[src/rtl/cmode_pkg.sv]
package cmode_pkg;
  localparam int PW = 16;
  localparam int MW = 3;

  localparam logic [MW-1:0] MODE_STD    = 3'b000;
  localparam logic [MW-1:0] MODE_C16    = 3'b001;
  localparam logic [MW-1:0] MODE_ONE    = 3'b010;
  localparam logic [MW-1:0] MODE_STD_HI = 3'b100;
  localparam logic [MW-1:0] MODE_ONE_HI = 3'b110;

  localparam logic [1:0] STRM_STD = 2'b00;
  localparam logic [1:0] STRM_C16 = 2'b01;
  localparam logic [1:0] STRM_ONE = 2'b10;
  localparam logic [1:0] STRM_BAD = 2'b11;

  localparam logic [3:0] SUB_OP = 4'b0011;

  typedef enum logic [1:0] {
    K_WORD_LO = 2'd0,
    K_WORD_HI = 2'd1,
    K_C10     = 2'd2,
    K_C16     = 2'd3
  } kind_e;

  typedef enum logic [2:0] {
    F_NONE  = 3'd0,
    F_PLAIN = 3'd1,
    F_SUB   = 3'd2,
    F_IMM   = 3'd3,
    F_NOP   = 3'd4,
    F_ATTN  = 3'd5,
    F_ILL   = 3'd6
  } fmt_e;
endpackage

[src/rtl/cmode_fmt.sv]
module cmode_fmt
  import cmode_pkg::*;
(
  input  logic [PW-1:0] parcel_i,
  input  logic          full16_i,
  output fmt_e          fmt_o
);
  logic is_sub, is_zero, n_bit, m_bit;

  assign is_sub  = (parcel_i[10:7] == SUB_OP);
  assign is_zero = (parcel_i == '0);
  assign n_bit   = parcel_i[PW-1];
  assign m_bit   = parcel_i[0];

  always_comb begin
    if (is_zero)                                   fmt_o = F_ILL;
    else if (!full16_i && parcel_i == 16'h0001)    fmt_o = F_NOP;
    else if (full16_i && parcel_i == 16'h8000)     fmt_o = F_NOP;
    else if (full16_i && parcel_i == 16'hC000)     fmt_o = F_ATTN;
    else if (is_sub)                               fmt_o = F_SUB;
    else if (full16_i && n_bit && m_bit)           fmt_o = F_IMM;
    else                                           fmt_o = F_PLAIN;
  end
endmodule

[src/rtl/cmode_decode.sv]
module cmode_decode
  import cmode_pkg::*;
(
  input  logic [PW-1:0] parcel_i,
  input  logic [MW-1:0] mode_i,
  output kind_e         kind_o,
  output fmt_e          fmt_o,
  output logic [MW-1:0] next_o,
  output logic          wide_o,
  output logic          illegal_o
);
  logic       half;
  logic [1:0] strm;
  logic       ext_hit;
  fmt_e       cfmt;

  assign half    = mode_i[2];
  assign strm    = mode_i[1:0];
  assign ext_hit = (parcel_i[PW-1:PW-5] == '0);

  cmode_fmt u_fmt (
    .parcel_i (parcel_i),
    .full16_i (strm == STRM_C16),
    .fmt_o    (cfmt)
  );

  always_comb begin
    kind_o = K_WORD_LO;
    next_o = MODE_STD_HI;
    if (half) begin
      kind_o = K_WORD_HI;
      next_o = (strm == STRM_ONE) ? MODE_C16 : MODE_STD;
    end else if (strm == STRM_ONE) begin
      kind_o = K_WORD_LO;
      next_o = MODE_ONE_HI;
    end else if (strm == STRM_C16) begin
      kind_o = K_C16;
      unique case ({parcel_i[PW-1], parcel_i[0]})
        2'b00:   next_o = MODE_STD;
        2'b10:   next_o = MODE_ONE;
        default: next_o = MODE_C16;
      endcase
    end else if (ext_hit) begin
      kind_o = K_C10;
      next_o = parcel_i[0] ? MODE_C16 : MODE_STD;
    end
  end

  assign wide_o    = (kind_o == K_WORD_LO) || (kind_o == K_WORD_HI);
  assign fmt_o     = wide_o ? F_NONE : cfmt;
  assign illegal_o = (fmt_o == F_ILL);
endmodule

[src/rtl/cmode_state.sv]
module cmode_state
  import cmode_pkg::*;
(
  input  logic          clk_i,
  input  logic          rst_ni,
  input  logic          accept_i,
  input  logic [MW-1:0] next_i,
  input  logic          wr_i,
  input  logic [MW-1:0] wdata_i,
  output logic [MW-1:0] mode_o
);
  logic [MW-1:0] mode_q;

  always_ff @(posedge clk_i or negedge rst_ni) begin
    if (!rst_ni)        mode_q <= MODE_STD;
    else if (wr_i)      mode_q <= (wdata_i[1:0] == STRM_BAD) ? MODE_STD : wdata_i;
    else if (accept_i)  mode_q <= next_i;
  end

  assign mode_o = mode_q;

  assert_kind_legal_R11: assert property (@(posedge clk_i) disable iff (!rst_ni)
    mode_q[1:0] != STRM_BAD);

  assert_hold_R10: assert property (@(posedge clk_i) disable iff (!rst_ni)
    (!accept_i && !wr_i) |=> $stable(mode_q));

  assert_half_clear_R3: assert property (@(posedge clk_i) disable iff (!rst_ni)
    (accept_i && !wr_i && mode_q[2]) |=> !mode_q[2]);

  assert_oneshot_back_R9: assert property (@(posedge clk_i) disable iff (!rst_ni)
    (accept_i && !wr_i && mode_q == MODE_ONE_HI) |=> mode_q == MODE_C16);
endmodule

[src/rtl/cmode_seq.sv]
module cmode_seq
  import cmode_pkg::*;
(
  input  logic        clk_i,
  input  logic        rst_ni,
  input  logic [15:0] parcel_i,
  input  logic        parcel_valid_i,
  output logic        parcel_ready_o,
  output logic [1:0]  kind_o,
  output logic [2:0]  fmt_o,
  output logic        wide_o,
  output logic        illegal_o,
  output logic [2:0]  next_mode_o,
  output logic [2:0]  mode_o,
  input  logic        trap_wr_i,
  input  logic [2:0]  trap_mode_i
);
  logic [MW-1:0] mode_q;
  logic          accept;
  kind_e         kind;
  fmt_e          fmt;

  assign parcel_ready_o = !trap_wr_i;
  assign accept         = parcel_valid_i && parcel_ready_o;

  cmode_decode u_dec (
    .parcel_i  (parcel_i),
    .mode_i    (mode_q),
    .kind_o    (kind),
    .fmt_o     (fmt),
    .next_o    (next_mode_o),
    .wide_o    (wide_o),
    .illegal_o (illegal_o)
  );

  cmode_state u_st (
    .clk_i    (clk_i),
    .rst_ni   (rst_ni),
    .accept_i (accept),
    .next_i   (next_mode_o),
    .wr_i     (trap_wr_i),
    .wdata_i  (trap_mode_i),
    .mode_o   (mode_q)
  );

  assign kind_o = kind;
  assign fmt_o  = fmt;
  assign mode_o = mode_q;

  assert_illegal_zero_R7: assert property (@(posedge clk_i) disable iff (!rst_ni)
    illegal_o |-> parcel_i == '0);

  assert_word_no_fmt_R2: assert property (@(posedge clk_i) disable iff (!rst_ni)
    wide_o |-> (fmt == F_NONE && !illegal_o));

  assert_c10_only_std_R2: assert property (@(posedge clk_i) disable iff (!rst_ni)
    (kind == K_C10) |-> (mode_q == MODE_STD));
endmodule

[config.mk]
export PLATFORM = sky130hd
export DESIGN_NAME = cmode_seq
export DESIGN_NICKNAME = d
export VERILOG_FILES = /design/src/rtl/cmode_pkg.sv /design/src/rtl/cmode_fmt.sv /design/src/rtl/cmode_decode.sv /design/src/rtl/cmode_state.sv /design/src/rtl/cmode_seq.sv
export SDC_FILE = /design/constraint.sdc
export NUM_CORES = 1
export LEC_CHECK = 0
export BUFFER_PORTS_ARGS = -buffer_cell sky130_fd_sc_hd__clkbuf_2
export CAP_MARGIN = 20
export CORE_AREA = 2 2 39 41
export DETAILED_ROUTE_END_ITERATION = 6
export DIE_AREA = 0 0 41 43
export PLACE_DENSITY_LB_ADDON = 0.3
export SLEW_MARGIN = 10
export SYNTH_ARGS = -nofsm -noshare
export SYNTH_HDL_FRONTEND = slang
export SYNTH_SLANG_ARGS = --single-unit
export TNS_END_PERCENT = 20
[constraint.sdc]
create_clock -name clk_i -period 2.62 [get_ports clk_i]
set_clock_uncertainty 0.05 [all_clocks]
set_input_delay 0 -clock clk_i [delete_from_list [all_inputs] [get_ports clk_i]]
set_output_delay 0 -clock clk_i [all_outputs]
set_load 0.01 [all_outputs]
### Yosys cells after proc, flatten, opt, wreduce, memory -nomap -nowiden

Cells that the tools add are included.

* logic and storage cells: 46
* register bits after elaboration: 3
* output and inout port bits: 14
* input bits: 23

* equal/unequal tests: 10
* reductions and logical operators: 14
* mux-type cells: 21

Operator list (number)
* 3-bit two-way mux: 12
* 16-bit equality test (second input constant): 2
* 16-bit by 1-bit equality test with 1-bit output (second input constant): 1
* 16-bit zero test: 1
* 2-bit two-way mux: 6
* 2-bit equality test (second input constant): 3
* 1-bit logical AND: 6
* 5-bit zero test: 1
* 2-bit by 1-bit equality test with 1-bit output (second input constant): 2
* 4-bit by 2-bit equality test with 1-bit output (second input constant): 1
* 2-bit zero test: 2
* 2-bit one-hot mux with 2 select lines: 1
* 3-bit equality test (second input constant): 1
* 1-bit zero test: 2
* 1-bit two-way mux: 2
* 2-bit nonzero test: 1
* 1-bit logical OR: 1

### Depth between registers and ports, before layout

Gate-level depths: netlist (run 1).

* depth after elaboration: 11
* gate-level depth with buffers: 7

### By module

A second synthesis (run 1) with hierarchy kept.

* cell total of the unflattened synthesis: 48
* area, all modules: 429.2 um^2

Modules (own cells, without submodules)
* cmode_decode: cells an instance 20, sequential area each 0.0 um^2, instances 1, area an instance 151.4 um^2
* cmode_state: cells an instance 12, sequential area each 75.1 um^2, instances 1, area an instance 150.1 um^2
* cmode_fmt: cells an instance 14, sequential area each 0.0 um^2, instances 1, area an instance 117.6 um^2
* cmode_seq: cells an instance 2, sequential area each 0.0 um^2, instances 1, area an instance 10.0 um^2

### Worst setup path after synthesis (run 1)

Ideal clock, no wire load.

* path type: reg2out
* from: register u_st.mode_q[0], in the netlist u_st.mode_o[0]
* to: output fmt_o[0]
* data required time: 2.570 ns
* arrival time: 1.435 ns
* slack: 1.135 ns
* buffers on the path: 2
* stages on the path, launching flop included: 7
* cell sequence: dfrtp_1 > nor2b_4 > buf_6 > a31oi_2 > or2_0 > buf_6 > nor3b_1

* cells in the longest elaborated chain, start to end: 7
* elaborated cells on any way between the ends: 17

Ends and longest elaborated chain
* start, declared: RTL line cmode_state.sv:12 `logic [MW-1:0] mode_q;`
* start signal, assigned: RTL line cmode_state.sv:16 `else if (wr_i) mode_q <= (wdata_i[1:0] == STRM_BAD) ? MODE_STD : wdata_i;`
* start signal, assigned: RTL line cmode_state.sv:17 `else if (accept_i) mode_q <= next_i;`
* 2-bit by 1-bit equality test with 1-bit output: RTL line cmode_decode.sv:36 `end else if (strm == STRM_C16) begin`
* 2-bit two-way mux: RTL line cmode_decode.sv:36
* 2-bit two-way mux *: RTL line cmode_decode.sv:33 `end else if (strm == STRM_ONE) begin`
* 2-bit two-way mux *: RTL line cmode_decode.sv:30 `if (half) begin`
* 2-bit by 1-bit equality test with 1-bit output or 2-bit zero test (tied branches): RTL line cmode_decode.sv:49 `assign wide_o = (kind_o == K_WORD_LO) || (kind_o == K_WORD_HI);`
* 1-bit logical OR *: RTL line cmode_decode.sv:49
* named net wide_o: RTL line cmode_seq.sv:11 `output logic wide_o,`
* 3-bit two-way mux *: RTL line cmode_decode.sv:50 `assign fmt_o = wide_o ? F_NONE : cfmt;`
* end, declared: RTL line cmode_seq.sv:10 `output logic [2:0] fmt_o,`

Mark *: on every way through the listed nets, which the timed path passes. The rest lies on a longest branch.

### Worst setup path in the final report (run 1)

* from: register u_st.mode_q[0], in the netlist u_st.mode_o[0]
* to: output illegal_o

* cells in the longest elaborated chain, start to end: 11
* elaborated cells on any way between the ends: 22

Ends and longest elaborated chain
* 2-bit by 1-bit equality test with 1-bit output: RTL line cmode_decode.sv:23, cmode_decode.sv:36
* 1-bit logical AND (2 in a row): RTL line cmode_fmt.sv:21 `else if (full16_i && n_bit && m_bit) fmt_o = F_IMM;`
* 2-bit two-way mux: RTL line cmode_fmt.sv:21
* 2-bit two-way mux: RTL line cmode_fmt.sv:20 `else if (is_sub) fmt_o = F_SUB;`
* 3-bit two-way mux: RTL line cmode_fmt.sv:19 `else if (full16_i && parcel_i == 16'hC000) fmt_o = F_ATTN;`
* 3-bit two-way mux: RTL line cmode_fmt.sv:18 `else if (full16_i && parcel_i == 16'h8000) fmt_o = F_NOP;`
* 3-bit two-way mux: RTL line cmode_fmt.sv:17 `else if (!full16_i && parcel_i == 16'h0001) fmt_o = F_NOP;`
* 3-bit two-way mux: RTL line cmode_fmt.sv:16 `if (is_zero) fmt_o = F_ILL;`
* 3-bit two-way mux *: RTL line cmode_decode.sv:50
* 3-bit equality test *: RTL line cmode_decode.sv:51 `assign illegal_o = (fmt_o == F_ILL);`
* end, declared: RTL line cmode_seq.sv:12 `output logic illegal_o,`

Every way passes the cells marked *; elsewhere a longest branch is shown, timed or not.

==> results.md, run 1 <==
Floorplanning:
- The number of rows in the core area is 14.
- The floorplan step set the die height to 43 um.
- The initial utilization of the core area, before any placement, comes to between 30 and 40%.
- The die covers 1763 um^2.
- The number of ports placed on the die boundary is 37.
- In this run the horizontal extent of the chip is around 41 um.
- The region available for standard cell placement spans roughly 1400 um^2.

Flow run:
- The max-capacitance violation count is 0.

Placement:
- The congestion estimate from routability-driven global placement came to 0.8127.
- Buffers placed on the I/O ports in this run total 36.
- At the placement stage, the worst setup path has a slack of between 1 and 1.5 ns.
- The post-placement cell count is roughly 110.
- Detailed placement ended at an HPWL of 996.3 um.

Clock tree:
- TritonCTS created 3 clock buffers.
- The number of hold buffers added after CTS was 2.
- The buffers inserted during post-CTS setup optimization is 0.
- The clock tree from TritonCTS is done.
- The number of gates resized after cts is 0.
- Clock-pin slew was measured on the worst setup and hold paths at 0.04 ns.
- In this run the number of H-tree levels came out at 1.
- The later pin in the worst-skew pair is clocked with a latency of 0.23 ns.
- The clock sink count is 3.
- The largest buffer count on any clock path is 2.
- The root buffer cell is sky130_fd_sc_hd__clkbuf_4.

Power and ir drop:
- The cell-internal power is roughly 160 uW.
- The worst voltage drop across the vdd grid is 0.2623 mV.
- The power density of the placed cells is 371.0 nW/um^2.
- Summing internal, switching and leakage power gives 243.2 uW.
- Of the total power, combinational logic draws 42.2%.
- The clock network is responsible for approximately a third of the overall power.
- In this run the power spent charging and discharging nets is 86.38 uW.
- The share of total power consumed by net switching is between 30 and 40%.
- The cell leakage power is 0.0003332 uW.
- In this run, flip-flops and latches consume approximately a quarter of the power.

Routing:
- For this block, the initial DRC count from the detailed router was 22.
- For this block, the routed nets add up to 1.176 mm of wire.
- The number of search-and-repair iterations in the first detailed-routing pass is 4.
- The via density per instance is 5.143.
- In this run the remaining antenna-violating nets after routing total 0.
- The wire length per cell is 10.50 um.
- In the routed design, unresolved DRC markers number 0.
- Detailed routing inserted a total of around 580 vias.

Yosys:
- The mean area per synthesized cell is 7.708 um^2.
- The proportion of synthesized chip area in sequential cells is roughly 17%.
- The synthesized design devotes to its leading area cell type 17.39% of total area.
- The largest area contributor in the synthesized netlist is sky130_fd_sc_hd__dfrtp_1.
- In this run, distinct cell masters in the synthesized netlist total 33.
- Ranked by total cell area, the synthesized netlist is headed by sky130_fd_sc_hd__dfrtp_1 (17%), sky130_fd_sc_hd__a21oi_1 (7.0%), sky130_fd_sc_hd__buf_6 (5.2%).
- The area of the mapped netlist is 431.7 um^2.
- The synthesized design contains 0 enable-type register cells.
- Counting flops and latches in the post-synthesis netlist gives 3.
- The total nets after synthesis is 79.
- The flip-flop cell with the highest count after synthesis is sky130_fd_sc_hd__dfrtp_1.
- After synthesis, the share of flip-flops with an asynchronous set or reset is 100.0%.
- The instance count of the mapped netlist is 56.
- The number of synthesis warnings is 0.

GRT:
- The initial antenna violation count was 0.
- The overall routing resource usage is about 15%.
- The largest net degree at the start of global routing is 10.
- The wire length of the first global-routing pass is ~1.9 mm.
- The number of global-route vias before repair is 495.
- The total overflow left after global routing is 0.

Final layout:
- The area growth from synthesis to layout is 51.88%.
- The flip-flop count of the largest register after layout is 3.
- The final cell count without fillers is 112.
- The antenna cell count is 0.
- The number of nets in the finished design is between 100 and 150.
- The layout has between 100 and 150 filler cells.
- In the final layout, the share of cells above drive strength 1 is 47.92%.

STA:
- Setup violations remaining at the end of the flow were counted as 0.
- The number of hold-slack violations in the final timing report is 0.
- Setup repair after global routing left no endpoint under its margin.
- The worst path needs 1.837 ns of the cycle, external delays included.
- The final max-slew violation count is 0.
- The portion of the clock cycle consumed by the worst path in the final layout is 70.11%.
- The aggregate negative setup slack is 0 ns.
- Static timing analysis puts the maximum clock frequency at around 0.54 GHz.
- At the pin with the least slew margin, the transition time is 0.3901 ns.
- The final setup slack of the worst path is 0.7830 ns.
- Headroom to the max-slew limit came out at between 70% and 80%.

Worst setup path:
- The critical path capture point type is a primary output.
- Of all nets on the critical path, the largest fanout is 6.
- The startpoint of the lowest-slack register-to-register path is u_st.mode_o[0].
- Measured in cells, the most critical reg-to-reg path has a length of 4.
- Tracing the worst setup path back leads to its startpoint at u_st.mode_o[0].
- For flop-to-flop paths, the worst setup slack is 1.32 ns.
- The worst endpoint required time is 2.57 ns.
- The worst endpoint data arrival time is 1.79 ns.
- The worst setup path is launched from a flop.
- The worst register-to-register path ends at u_st.mode_o[2].
- The critical path in this run is classified as flop to primary output.

Worst hold path:
- The worst hold path stage count is 2.
- The worst hold path begins at parcel_valid_i.
- The path class of the tightest hold or removal check is primary input to flop.
- The path with the worst hold slack has its endpoint at u_st.mode_o[2].

Outcome:
- The flow ran to the end, and the final reports show no timing, DRC or antenna violations.
-- routing by layer --
| metal | vias up | wire [um] | GRT usage [%] |
|---|---|---|---|
| li1 | 295 | - | - |
| met1 | 252 | 505 | 19.48 |
| met2 | 29 | 579 | 24.06 |
| met3 | 0 | 91 | 3.665 |
| met4 | 0 | 0 | 5.333 |
| met5 | - | 0 | 0 |
-- placed cells by master, fill, tap and decap left out, drive strengths merged --
cell type     n
and2          1
nor4          2
nand2b        1
o211a         1
nor3b         2
a31oi         3
nand2         6
dlygate4sd3   2
nand4b        1
a211oi        1
dfrtp         3
a2bb2oi       1
a2111oi       1
nand4bb       1
nor2          3
nor2b         2
or2           3
or4           1
inv           5
nand3         3
nor3          1
a21boi        1
nand4         2
o311ai        1
a21oi         6
o22ai         2
clkbuf       40
-- layout make-up --
class / instances / area [um^2] / share of cell area [%]
tap: 16 / 20.02 / 3.053
clock buffer: 4 / 26.28 / 4.008
inverter: 5 / 18.77 / 2.863
timing repair buffer: 38 / 200.2 / 30.53
multi-input combinational: 46 / 315.3 / 48.09
sequential: 3 / 75.07 / 11.45
-- synthesized netlist by cell type (2+ instances only) --
cell,n
sky130_fd_sc_hd__a21oi_1,6
sky130_fd_sc_hd__a31oi_1,2
sky130_fd_sc_hd__buf_6,2
sky130_fd_sc_hd__dfrtp_1,3
sky130_fd_sc_hd__inv_1,4
sky130_fd_sc_hd__nand2_1,6
sky130_fd_sc_hd__nand3_1,3
sky130_fd_sc_hd__nand4_1,2
sky130_fd_sc_hd__nor2_1,2
sky130_fd_sc_hd__nor4_1,2
sky130_fd_sc_hd__o22ai_1,2
-- power by group through the flow --
stage | sequential (uW) | clock (uW) | combinational (uW)
global route | 61.2 | 88.2 | 114
CTS | 59.8 | 82.5 | 103
finish | 59.7 | 80.9 | 103
floorplan | 61.4 | 0 | 55.8
global placement | 60.1 | 0 | 100
detailed placement | 60.3 | 0 | 101
-- cells by family after synthesis --
logic type	after synthesis	share of synthesized area, %
flops	3	17.39
buf+inv	7	9.563
simple gates	29	45.51
compound gates	17	27.54
-- per-stage QoR --
stage	utilization [%]	cell area (um^2)	hold WS (ns)
after global placement	44.03	609.3	-0.2540
after detailed placement	44.03	609.3	-0.2484
after global routing	47.38	655.6	0.03406
after CTS	47.38	655.6	0.01766
final	47.38	655.6	0.02978
after floorplan	-	431.7	-0.3456
-- worst max-delay path, cell delays in order, from the launching register on --
cell and delay, ns:
sky130_fd_sc_hd__dfrtp_1 0.42, sky130_fd_sc_hd__nand2b_1 0.23, sky130_fd_sc_hd__a31oi_2 0.27, sky130_fd_sc_hd__or2_0 0.32, sky130_fd_sc_hd__inv_2 0.06, sky130_fd_sc_hd__o211a_1 0.13, sky130_fd_sc_hd__clkbuf_2 0.12
-- how the worst max path moves through the flow --
stage                end  cells after the start
2_1_floorplan   fmt_o[0]                      6
3_3_place_gp   illegal_o                      6
3_5_place_dp   illegal_o                      6
4_1_cts        illegal_o                      6
5_1_grt        illegal_o                      6
6_report       illegal_o                      6
(Power assumes the default switching activity.)
==> run 2: changes to the inputs <==
==> constraint.sdc (replaced) <==
create_clock -name clk_i -period 1.8 [get_ports clk_i]
set_clock_uncertainty 0.05 [all_clocks]
set_input_delay 0 -clock clk_i [delete_from_list [all_inputs] [get_ports clk_i]]
set_output_delay 0 -clock clk_i [all_outputs]
set_load 0.01 [all_outputs]
==> run 2 against run 1 <==
  * Worst setup slack lost 0.66 ns
  * Register-to-register slack worse by 0.79 ns
  * Wire length about the same
  * Die area unchanged
  * Design area grew 4.0%
  * First-iteration DRC count shrank 45%
  * Clock power increased by 46%
  * Global-route usage up 0.20 points
==> results.md, run 2 (synthesis gave the netlist of run 1 again) <==
STA:
- The number of hold-slack violations in the final timing report came to 0 (unchanged).
- The aggregate negative setup slack is 0 ns (unchanged).
- The final max-slew violation count is 0 (unchanged).
- Setup repair after global routing left no endpoint under its margin.
- Based on the critical path, the design can be clocked at up to 0.5974 GHz.
- The number of endpoints failing setup at the final stage was 0 (unchanged).
- The actual slew at the worst max-slew pin came to 0.3490 ns (-0.04118 ns).
- The max-slew headroom at the worst pin was 76.68% (+3.4 points).
- The portion of the clock cycle consumed by the worst path in the final layout is approximately 93%.
- The final setup slack of the worst path is 0.1261 ns (-0.6570 ns).
- The worst path in the final design needs a cycle of 1.674 ns, including I/O delays and setup.

Routing:
- The total DRC errors in the routed layout came to 0 (unchanged).
- The number of search-and-repair iterations in the first detailed-routing pass is 4 (unchanged).
- The total length of routed wires is 1.177 mm (about the same).
- The detailed router's first-iteration violation count is 12 (-45%).
- The number of nets still failing antenna checks after routing is 0 (unchanged).
- The total number of vias is 587 (+1.9%).
- The via density per instance is 5.149 (+0.12%).
- The wire length per cell came to 10.32 um (-1.7%).

GRT:
- The overall routing resource usage is 15.51% (+0.20 points).
- The initial antenna violation count is 0 (unchanged).
- The number of global-route vias before repair is 517 (+4.4%).
- The largest net degree at the start of global routing came to 10 (unchanged).
- The final global-route overflow total came to 0 (unchanged).
- The wire length of the first global-routing pass was 1.945 mm (+2.2%).

Final layout:
- The leading cell type in the layout, fill and taps excluded is sky130_fd_sc_hd__clkbuf_2.
- The area growth from synthesis to layout is 57.97%.
- The antenna cell count was 0 (unchanged).
- The flip-flop count of the largest register after layout is 3 (unchanged).
- Leaving out fill and tap cells, the most frequent cells in the layout are sky130_fd_sc_hd__clkbuf_2 (36), sky130_fd_sc_hd__a21oi_1 (6), sky130_fd_sc_hd__nand2_1 (6), sky130_fd_sc_hd__inv_1 (4).
- The share of post-route cells with drive strength above 1 is 51.02% (+3.1 points).
- The final cell count without fillers is 114 (+1.8%).
- The number of nets in the finished design was 122 (+1.7%).

Worst setup path:
- Among cell families on the critical path, the largest total delay comes from simple AND/OR/NAND/NOR gates.
- The largest driver fanout on the critical path is 7 (+1).
- Walking the worst path, the cells encountered are nor2b_4 -> a31oi_2 -> or2_4 -> nor3b_1 -> clkbuf_2.
- The category of the most critical setup path is flop to primary output.
- For this design, the slowest cell found on the critical path is sky130_fd_sc_hd__dfrtp_1.
- The critical path capture point type is a primary output.
- The longest individual stage delay on the worst path is 0.46 ns (+0.04 ns).
- The worst endpoint data arrival time is 1.62 ns (-0.17 ns).
- The worst setup path is launched from a flop.
- The total buffers and inverters traversed by the critical path is 1 (-1).
- The worst endpoint required time came to 1.75 ns (-0.82 ns).

Power and ir drop:
- The power density of the placed cells is 537.0 nW/um^2 (+45%).
- The total chip power is 366.2 uW (+51%).
- The worst voltage drop across the vdd grid is 0.4002 mV (+53%).
- The cell leakage power came to 0.0003491 uW (+4.8%).

Floorplanning:
- The core area is 1384 um^2 (unchanged).
- The number of rows in the core area came to 14 (unchanged).
- The die height came to 43 um (unchanged).
- The starting density of the core was 31.19% (unchanged).
- The area of the die came to 1763 um^2 (unchanged).
- The number of ports placed on the die boundary is 37 (unchanged).
- The horizontal die dimension was 41 um (unchanged).

Clock tree:
- TritonCTS built the clock tree.
- The count of H-tree levels built during CTS is 1 (unchanged).
- The clock transition at the registers of the reported paths is 0.04 ns (about the same).
- The largest buffer count on any clock path is 2 (unchanged).
- The root buffer cell is sky130_fd_sc_hd__clkbuf_4.
- The clock sink count came to 3 (unchanged).
- The number of clock buffers inserted by TritonCTS was 3 (unchanged).
- The clock latency on the worst-skew pair was 0.23 ns (about the same).

Placement:
- The half-perimeter wire length after placement is 994 um (-0.23%).
- The count of port buffers added during placement came to 36 (unchanged).
- The post-place setup slack is 0.2142 ns (-0.8095 ns).
- The post-placement cell count is 106 (unchanged).
- The final weighted congestion in routability-driven placement is 0.8128 (about the same).

Outcome:
- The run finished with clean final reports.

Worst hold path:
- The path class of the tightest hold or removal check is primary input to flop.

Flow run:
- The max-capacitance violation count came to 0 (unchanged).
==> run 2: through the flow <==
step | hold slack (ns) | area (um^2) | utilization (%)
6_report | 0.01851 | 681.9 | 49.28
2_1_floorplan | -0.3456 | 431.7 | -
5_1_grt | 0.02355 | 681.9 | 49.28
3_3_place_gp | -0.2540 | 609.3 | 44.03
4_1_cts | 0.01529 | 655.6 | 47.38
3_5_place_dp | -0.2484 | 609.3 | 44.03
==> run 2: worst reg2reg max path, cell delays in order, from the launching register on <==
cell	delay (ns)
sky130_fd_sc_hd__dfrtp_1	0.42
sky130_fd_sc_hd__nand2b_4	0.18
sky130_fd_sc_hd__a31oi_2	0.28
sky130_fd_sc_hd__nand4_1	0.12
sky130_fd_sc_hd__o311ai_1	0.11
==> run 2: timing repair <==
action                                 CTS  global route
setup buffers                            0             2
setup endpoints to repair                1             3
resized for setup                        1             3
hold buffers                             2             0
endpoints found under the hold margin    4             0
==> run 2: final timing paths <==
| kind | from | end | slack, ns | depth (start not counted) |
|---|---|---|---|---|
| hold / removal | parcel_valid_i | u_st.mode_o[2] | 0.02 | 2 |
| min in group asynchronous | rst_ni | u_st.mode_o[2] | 0.05 | 2 |
| setup / recovery | u_st.mode_o[1] | fmt_o[0] | 0.13 | 5 |
| hold reg to reg | u_st.mode_o[2] | u_st.mode_o[1] | 0.64 | 3 |
| setup reg to reg | u_st.mode_o[0] | u_st.mode_o[2] | 0.53 | 4 |
| max in group asynchronous | rst_ni | u_st.mode_o[1] | 1.54 | 2 |
==> run 2: final cells by class <==
cell class | count | area (um^2)
inverters | 5 | 18.77
repair buffers | 40 | 215.2
fillers | 153 | 701.9
well taps | 16 | 20.02
clock buffers | 4 | 26.28
flip-flops and latches | 3 | 75.07
multi-input cells | 46 | 326.6
==> run 2: power breakdown <==
part           switching (uW)  internal, uW
Clock                    34.9          83.1
Sequential               13.1          75.2
Combinational            81.1          78.8
==> run 2: layer usage <==
layer	routed length (um)	part of all wire (%)	GRT usage (%)	vias up
met5	0	0	0	-
met4	0	0	5.333	0
met3	73	6.2	3.665	0
met2	583	50	24.38	24
met1	520	44	19.81	267
li1	-	-	-	296
